===== src/rtl/desc_chk_pkg.sv =====
package desc_chk_pkg;
  localparam int FLAG_N     = 9;
  localparam int F_SRC_ADDR = 0;
  localparam int F_DST_ADDR = 1;
  localparam int F_SRC_OFF  = 2;
  localparam int F_DST_OFF  = 3;
  localparam int F_COUNT    = 4;
  localparam int F_SG       = 5;
  localparam int F_SRC_BUS  = 6;
  localparam int F_DST_BUS  = 7;
  localparam int F_CANCEL   = 8;
  typedef logic [FLAG_N-1:0] flag_vec_t;
endpackage


===== src/rtl/lowbit_chk.sv =====
// Flags a value that is not a multiple of 2**size_code.
module lowbit_chk #(
  parameter int W    = 32,
  parameter int SZ_W = 3
) (
  input  logic [W-1:0]    val,
  input  logic [SZ_W-1:0] size_code,
  output logic            bad
);
  logic [W-1:0] low_mask;
  always_comb begin
    low_mask = ~({W{1'b1}} << size_code);
    bad      = |(val & low_mask);
  end
endmodule


===== src/rtl/desc_rules.sv =====
// Combinational descriptor rule evaluation, gated by the check strobe.
module desc_rules
  import desc_chk_pkg::*;
#(
  parameter int ADDR_W  = 32,
  parameter int OFF_W   = 16,
  parameter int CNT_W   = 32,
  parameter int ITER_W  = 15,
  parameter int SZ_W    = 3,
  parameter int SG_BITS = 5
) (
  input  logic              chk_valid,
  input  logic [ADDR_W-1:0] src_addr,
  input  logic [ADDR_W-1:0] dst_addr,
  input  logic [OFF_W-1:0]  src_off,
  input  logic [OFF_W-1:0]  dst_off,
  input  logic [SZ_W-1:0]   src_size,
  input  logic [SZ_W-1:0]   dst_size,
  input  logic [CNT_W-1:0]  minor_bytes,
  input  logic [ITER_W-1:0] begin_iter,
  input  logic [ITER_W-1:0] cur_iter,
  input  logic              sg_en,
  input  logic [ADDR_W-1:0] next_desc,
  output flag_vec_t         found
);
  localparam int LW1 = (ADDR_W > OFF_W) ? ADDR_W : OFF_W;
  localparam int LW  = (LW1 > CNT_W) ? LW1 : CNT_W;
  localparam int NCHK = 6;

  logic [LW-1:0]   vals  [NCHK];
  logic [SZ_W-1:0] sizes [NCHK];
  logic [NCHK-1:0] bad;
  logic            unused_desc_hi;

  assign unused_desc_hi = ^next_desc[ADDR_W-1:SG_BITS];

  always_comb begin
    vals[0] = LW'(src_addr);    sizes[0] = src_size;
    vals[1] = LW'(dst_addr);    sizes[1] = dst_size;
    vals[2] = LW'(src_off);     sizes[2] = src_size;
    vals[3] = LW'(dst_off);     sizes[3] = dst_size;
    vals[4] = LW'(minor_bytes); sizes[4] = src_size;
    vals[5] = LW'(minor_bytes); sizes[5] = dst_size;
  end

  for (genvar k = 0; k < NCHK; k++) begin : g_align
    lowbit_chk #(.W(LW), .SZ_W(SZ_W)) u_lb (
      .val(vals[k]), .size_code(sizes[k]), .bad(bad[k])
    );
  end

  always_comb begin
    found = '0;
    if (chk_valid) begin
      found[F_SRC_ADDR] = bad[0];
      found[F_DST_ADDR] = bad[1];
      found[F_SRC_OFF]  = bad[2];
      found[F_DST_OFF]  = bad[3];
      found[F_COUNT]    = bad[4] | bad[5] | (begin_iter != cur_iter);
      found[F_SG]       = sg_en & (|next_desc[SG_BITS-1:0]);
    end
  end
endmodule


===== src/rtl/err_status_reg.sv =====
// Sticky flags, first-error channel capture, summary valid and global halt.
module err_status_reg
  import desc_chk_pkg::*;
#(
  parameter int CH_W = 3
) (
  input  logic            clk,
  input  logic            rst,
  input  flag_vec_t       chk_flags,
  input  logic [CH_W-1:0] chk_chan,
  input  logic            bus_err_valid,
  input  logic            bus_err_is_dst,
  input  logic [CH_W-1:0] bus_err_chan,
  input  logic            cancel_valid,
  input  logic [CH_W-1:0] cancel_chan,
  input  logic            clr_strobe,
  input  flag_vec_t       clr_mask,
  input  logic            halt_on_err,
  input  logic            halt_clr,
  output flag_vec_t       flags_q,
  output logic [CH_W-1:0] chan_q,
  output logic            valid_q,
  output logic            halt_q
);
  flag_vec_t       new_set, flags_nxt;
  logic            ev;
  logic [CH_W-1:0] ev_chan;

  always_comb begin
    new_set = chk_flags;
    if (bus_err_valid) begin
      if (bus_err_is_dst) new_set[F_DST_BUS] = 1'b1;
      else                new_set[F_SRC_BUS] = 1'b1;
    end
    if (cancel_valid) new_set[F_CANCEL] = 1'b1;
    ev = |new_set;

    if (|chk_flags)         ev_chan = chk_chan;
    else if (bus_err_valid) ev_chan = bus_err_chan;
    else                    ev_chan = cancel_chan;

    flags_nxt = (flags_q & ~(clr_strobe ? clr_mask : '0)) | new_set;
  end

  always_ff @(posedge clk) begin
    if (rst) begin
      flags_q <= '0;
      chan_q  <= '0;
      valid_q <= 1'b0;
      halt_q  <= 1'b0;
    end else begin
      flags_q <= flags_nxt;
      valid_q <= |flags_nxt;
      if (ev && !valid_q) chan_q <= ev_chan;
      if (ev && halt_on_err) halt_q <= 1'b1;
      else if (halt_clr)     halt_q <= 1'b0;
    end
  end
endmodule


===== src/rtl/svc_gate.sv =====
// Registered pass-through of service requests, blocked while halted.
module svc_gate #(
  parameter int NUM_CH = 8
) (
  input  logic              clk,
  input  logic              rst,
  input  logic              halt_q,
  input  logic [NUM_CH-1:0] svc_req,
  output logic [NUM_CH-1:0] svc_gnt
);
  always_ff @(posedge clk) begin
    if (rst)         svc_gnt <= '0;
    else if (halt_q) svc_gnt <= '0;
    else             svc_gnt <= svc_req;
  end
endmodule


===== src/rtl/desc_err_monitor.sv =====
module desc_err_monitor
  import desc_chk_pkg::*;
#(
  parameter int NUM_CH  = 8,
  parameter int ADDR_W  = 32,
  parameter int OFF_W   = 16,
  parameter int CNT_W   = 32,
  parameter int ITER_W  = 15,
  parameter int SZ_W    = 3,
  parameter int SG_BITS = 5,
  localparam int CH_W   = (NUM_CH > 1) ? $clog2(NUM_CH) : 1
) (
  input  logic              clk,
  input  logic              rst,
  input  logic              halt_on_err,
  input  logic              chk_valid,
  input  logic [CH_W-1:0]   chk_chan,
  input  logic [ADDR_W-1:0] src_addr,
  input  logic [ADDR_W-1:0] dst_addr,
  input  logic [OFF_W-1:0]  src_off,
  input  logic [OFF_W-1:0]  dst_off,
  input  logic [SZ_W-1:0]   src_size,
  input  logic [SZ_W-1:0]   dst_size,
  input  logic [CNT_W-1:0]  minor_bytes,
  input  logic [ITER_W-1:0] begin_iter,
  input  logic [ITER_W-1:0] cur_iter,
  input  logic              sg_en,
  input  logic [ADDR_W-1:0] next_desc,
  input  logic              bus_err_valid,
  input  logic              bus_err_is_dst,
  input  logic [CH_W-1:0]   bus_err_chan,
  input  logic              cancel_valid,
  input  logic [CH_W-1:0]   cancel_chan,
  input  logic              clr_strobe,
  input  logic [FLAG_N-1:0] clr_mask,
  input  logic              halt_clr,
  input  logic [NUM_CH-1:0] svc_req,
  output logic [FLAG_N-1:0] err_flags,
  output logic [CH_W-1:0]   err_chan,
  output logic              err_valid,
  output logic              halt,
  output logic [NUM_CH-1:0] svc_gnt
);
  flag_vec_t chk_flags;

  desc_rules #(
    .ADDR_W(ADDR_W), .OFF_W(OFF_W), .CNT_W(CNT_W),
    .ITER_W(ITER_W), .SZ_W(SZ_W), .SG_BITS(SG_BITS)
  ) u_rules (
    .chk_valid(chk_valid), .src_addr(src_addr), .dst_addr(dst_addr),
    .src_off(src_off), .dst_off(dst_off), .src_size(src_size),
    .dst_size(dst_size), .minor_bytes(minor_bytes), .begin_iter(begin_iter),
    .cur_iter(cur_iter), .sg_en(sg_en), .next_desc(next_desc),
    .found(chk_flags)
  );

  err_status_reg #(.CH_W(CH_W)) u_status (
    .clk(clk), .rst(rst), .chk_flags(chk_flags), .chk_chan(chk_chan),
    .bus_err_valid(bus_err_valid), .bus_err_is_dst(bus_err_is_dst),
    .bus_err_chan(bus_err_chan), .cancel_valid(cancel_valid),
    .cancel_chan(cancel_chan), .clr_strobe(clr_strobe), .clr_mask(clr_mask),
    .halt_on_err(halt_on_err), .halt_clr(halt_clr),
    .flags_q(err_flags), .chan_q(err_chan), .valid_q(err_valid), .halt_q(halt)
  );

  svc_gate #(.NUM_CH(NUM_CH)) u_gate (
    .clk(clk), .rst(rst), .halt_q(halt), .svc_req(svc_req), .svc_gnt(svc_gnt)
  );
endmodule


===== config.mk =====
export PLATFORM = sky130hd
export DESIGN_NAME = desc_err_monitor
export DESIGN_NICKNAME = d
export VERILOG_FILES = /design/src/rtl/desc_chk_pkg.sv /design/src/rtl/lowbit_chk.sv /design/src/rtl/desc_rules.sv /design/src/rtl/err_status_reg.sv /design/src/rtl/svc_gate.sv /design/src/rtl/desc_err_monitor.sv
export SDC_FILE = /design/constraint.sdc
export NUM_CORES = 1
export LEC_CHECK = 0
export CAP_MARGIN = 20
export CORE_AREA = 2 2 98 100
export DETAILED_ROUTE_END_ITERATION = 16
export DIE_AREA = 0 0 100 102
export DONT_BUFFER_PORTS = 1
export GPL_ROUTABILITY_DRIVEN = 0
export PLACE_DENSITY = 0.3
export SLEW_MARGIN = 25
export SYNTH_ARGS = -nofsm -noshare
export SYNTH_HDL_FRONTEND = slang
export SYNTH_SLANG_ARGS = --single-unit

===== constraint.sdc =====
create_clock -name clk -period 2.5 [get_ports clk]
set_input_delay 0.125 -clock clk [delete_from_list [all_inputs] [get_ports clk]]
set_output_delay 0.125 -clock clk [all_outputs]
set_load 0.005 [all_outputs]

==> summary.md <==
| Metric | Value |
|---|---|
| Worst EP required | `2.69 ns` |
| Area fraction of the dominant cell type after synthesis | `0.318` |
| Bufs on Longest Clock Path | `2` |
| Asr flop ratio synth | `0` |
| Layout cells sized above 1 | `0.0405` |
| CTS clk-pin slew, worst paths | `roughly 0.090 ns` |
| HPWL after DPL | `roughly 4300 um` |
| Worst min path class | `input port to register` |
| CP endpoint | `u_status.chan_q[2]` |
| Slew HR | `0.571` |
| Setup Crit Path Kind | `input port to register` |
| Worst Skew | `about 0.0073 ns` |
| Post-Route WL | `around 5200 um` |
| Via density | `4.72` |
| Fill count | `around 1100` |
| FP Rows | `35` |
| Worst reg2reg endpoint | `u_status.flags_q[8]` |
| CTS Buf Count | `3` |
| Count of cell types in the netlist | `between 40 and 50` |
| Largest net degree at the start of global routing | `14` |
| Worst EP arrival | `1.99 ns` |
| Netlist Area Pre-Place | `between 1000 and 1500 um^2` |
| Max stage delay on crit path | `0.52 ns` |
| Startpoint types | `input port` |
| IO buf count | `0` |
| # H-tree levels | `1` |
| GRT busiest layer | `met2` |
| Die Ht | `~100 um` |
| Drt pass-1 iters | `4` |
| Top cells by area, synth | `dfxtp_1, xnor2_1, a21oi_1` |
| Global-route wire length before repair | `7330 um` |
| CTS tree | `built` |
| Die area | `between 10000 and 15000 um^2` |
| Pwr/cell area | `about 530 nW/um^2` |
| Number of antenna repair diodes | `0` |
| Area growth syn-to-layout | `19.7%` |
| Met1 Use GR | `0.131` |
| Fin. max-slew vios | `0` |
| Resized Gates After CTS | `0` |
| Grt ovf | `0` |
| Critical path cell sequence | `a2111oi_0, a31oi_1, a222oi_1, a41oi_1, nor3_4, mux2i_1` |
| Wire per inst | `18.2 um` |
| Post-synthesis register bit count | `22` |
| M3 GR Usage | `0.0274` |
| CP Capture Type | `register` |
| Stages on the worst setup path | `6` |
| EDFF count, synth | `0` |
| CP bufs+invs | `0` |
| Initial antenna violation count | `0` |
| Post-Syn Nets | `approximately 400` |
| Worst Setup SP | `src_addr[2]` |
| Fin util | `0.182` |
| Leakage | `0.543 nW` |
| Setup WS post-layout | `approximately 0.7 ns` |
| Tcrit/Tclk final | `0.721` |
| Postcts setup bufs | `0` |
| Cells after Synth | `roughly 170` |
| Mean Syn Cell Area | `a little over 8 um^2` |
| Ys flop type | `dfxtp_1` |
| CTS root buf | `clkbuf_8` |
| Post-synth top cells | `dfxtp_1, nand2_1, xnor2_1` |
| Delay-heaviest family, CP | `compound AO/OA/AOI/OAI gates` |
| Vias in the first global route | `roughly 1300` |
| Die Width | `100 um` |
| Sequential-to-total area share from yosys stat | `0.318` |
| Min cycle time layout | `1.80 ns` |
| Vias | `1341` |
| Min Hold Slack | `between 0.04 and 0.05 ns` |
| Worst reg-to-reg path cell count | `3` |
| Initial Util | `0.152` |
| ANT nets after route | `0` |
| Nets | `a little over 400` |
| Worst-Margin Slew | `about 0.63 ns` |
| Clk_lat worst skew | `between 0.2 and 0.3 ns` |
| Maximum vdd ir drop | `approximately 190 uV` |
| Setup-failing EPs final | `0` |
| Worst-path maximum fanout | `4` |
| Core Region | `slightly above 9000 um^2` |
| Starting DRC count in detailed routing | `51` |
| Final hold viol count | `0` |
| GRT Util Overall | `0.0932` |
| Clock Sinks | `22` |
| Outcome | `complete, no violations` |
| Total Power | `~870 uW` |
| Worst path slowest cell | `a222oi_1` |
| Synth Warn # | `0` |
| Boundary pin count | `approximately 250` |
| Post-synth top area cell | `dfxtp_1` |
| Global Route met2 Usage | `0.145` |
| DP Worst Slack | `between 0.2 and 0.3 ns` |
| DRC | `0` |
| Sum of negative setup slack | `0 ns` |
| R2r setup slk | `about 1.2 ns` |
| Max Cap Violations | `0` |
| Cell with the most instances after synthesis | `dfxtp_1` |
| FF-to-FF Start | `u_status.flags_q[8]` |
| Unrepaired setup endpoints after global routing | `false` |
| FMAX | `555 MHz` |
==> metrics by stage <==
| stage | cell area [um^2] | instances |
|---|---|---|
| 2_1_floorplan | 1390 | 167 |
| 3_3_place_gp | 1490 | 270 |
| 3_5_place_dp | 1490 | 270 |
| 4_1_cts | 1660 | 284 |
| 5_1_grt | 1660 | 284 |
| 6_report | 1660 | 284 |
==> layout make-up <==
| type | count | area [um^2] | area share |
|---|---|---|---|
| multi-input combinational | 133 | 893 | 0.538 |
| inverter | 4 | 15.0 | 0.00905 |
| sequential | 22 | 440 | 0.265 |
| clock buffer | 3 | 41.3 | 0.0249 |
| clock inverter | 1 | 30.0 | 0.0181 |
| timing repair buffer | 10 | 100 | 0.0603 |
| tap | 111 | 139 | 0.0837 |
==> flip-flops by register name, indices dropped and copies added, names as in the netlist <==
register	cells
u_status.flags_q	9
u_gate.svc_gnt	8
u_status.chan_q	3
u_status.halt_q	1
u_status.valid_q	1
==> timing repair <==
action                                  CTS  global route
endpoints found under the setup margin    0             0
endpoints found under the hold margin    19             0
hold buffers                             10             0
==> how the worst min path moves through the flow <==
stage                     slack, ns         from  depth (start not counted)                  end
after floorplan                0.20          rst                          1      u_status.halt_q
after detailed placement       0.20          rst                          1  u_status.flags_q[2]
final                          0.04  halt_on_err                          2      u_status.halt_q
after CTS                      0.03  halt_on_err                          2      u_status.halt_q
after global placement         0.20          rst                          1  u_status.flags_q[2]
after global routing           0.03  halt_on_err                          2      u_status.halt_q
==> where the power goes <==
group | leakage (nW) | internal, mW | total [mW] | switching (mW)
logic | 0.324 | 0.0791 | 0.140 | 0.0608
registers | 0.183 | 0.375 | 0.395 | 0.0206
clock network | 0.0357 | 0.214 | 0.336 | 0.122
total | 0.543 | 0.668 | 0.872 | 0.204
==> layer usage <==
layer | vias up | part of all wire
met3 | 2 | 0.11
met1 | 609 | 0.46
li1 | 649 | -
met2 | 81 | 0.43
met4 | 0 | 0.0048
met5 | - | 0
==> placed cells by master, fill, tap and decap left out, drive strengths merged, types with 3 or more instances in the layout <==
cell,netlist,layout
a2111oi,3,3
or4,3,3
mux2i,3,3
xnor2,14,14
o211ai,3,3
dlygate4sd3,0,10
o21ai,5,5
nor2,12,12
nand4,4,4
nand2,15,15
a22oi,3,3
o22a,3,3
clkbuf,7,3
and2,8,8
a21o,4,4
a211oi,3,3
o221ai,4,4
a21oi,12,12
dfxtp,22,22
inv,4,4
==> kinds of logic (layout without fill, tap and decap cells) <==
family / after synthesis / in the layout / synth area share
xor gates and xnor gates: 15 / 15 / 0.0948
DFF: 22 / 22 / 0.318
buffers and inverters: 12 / 18 / 0.0379
muxes: 3 / 3 / 0.0217
and+or+nand+nor: 54 / 54 / 0.206
adders and majority gates: 2 / 2 / 0.0144
AOI/OAI and AO/OA: 59 / 59 / 0.308
No activity file was read; power rests on OpenSTA's default activity.
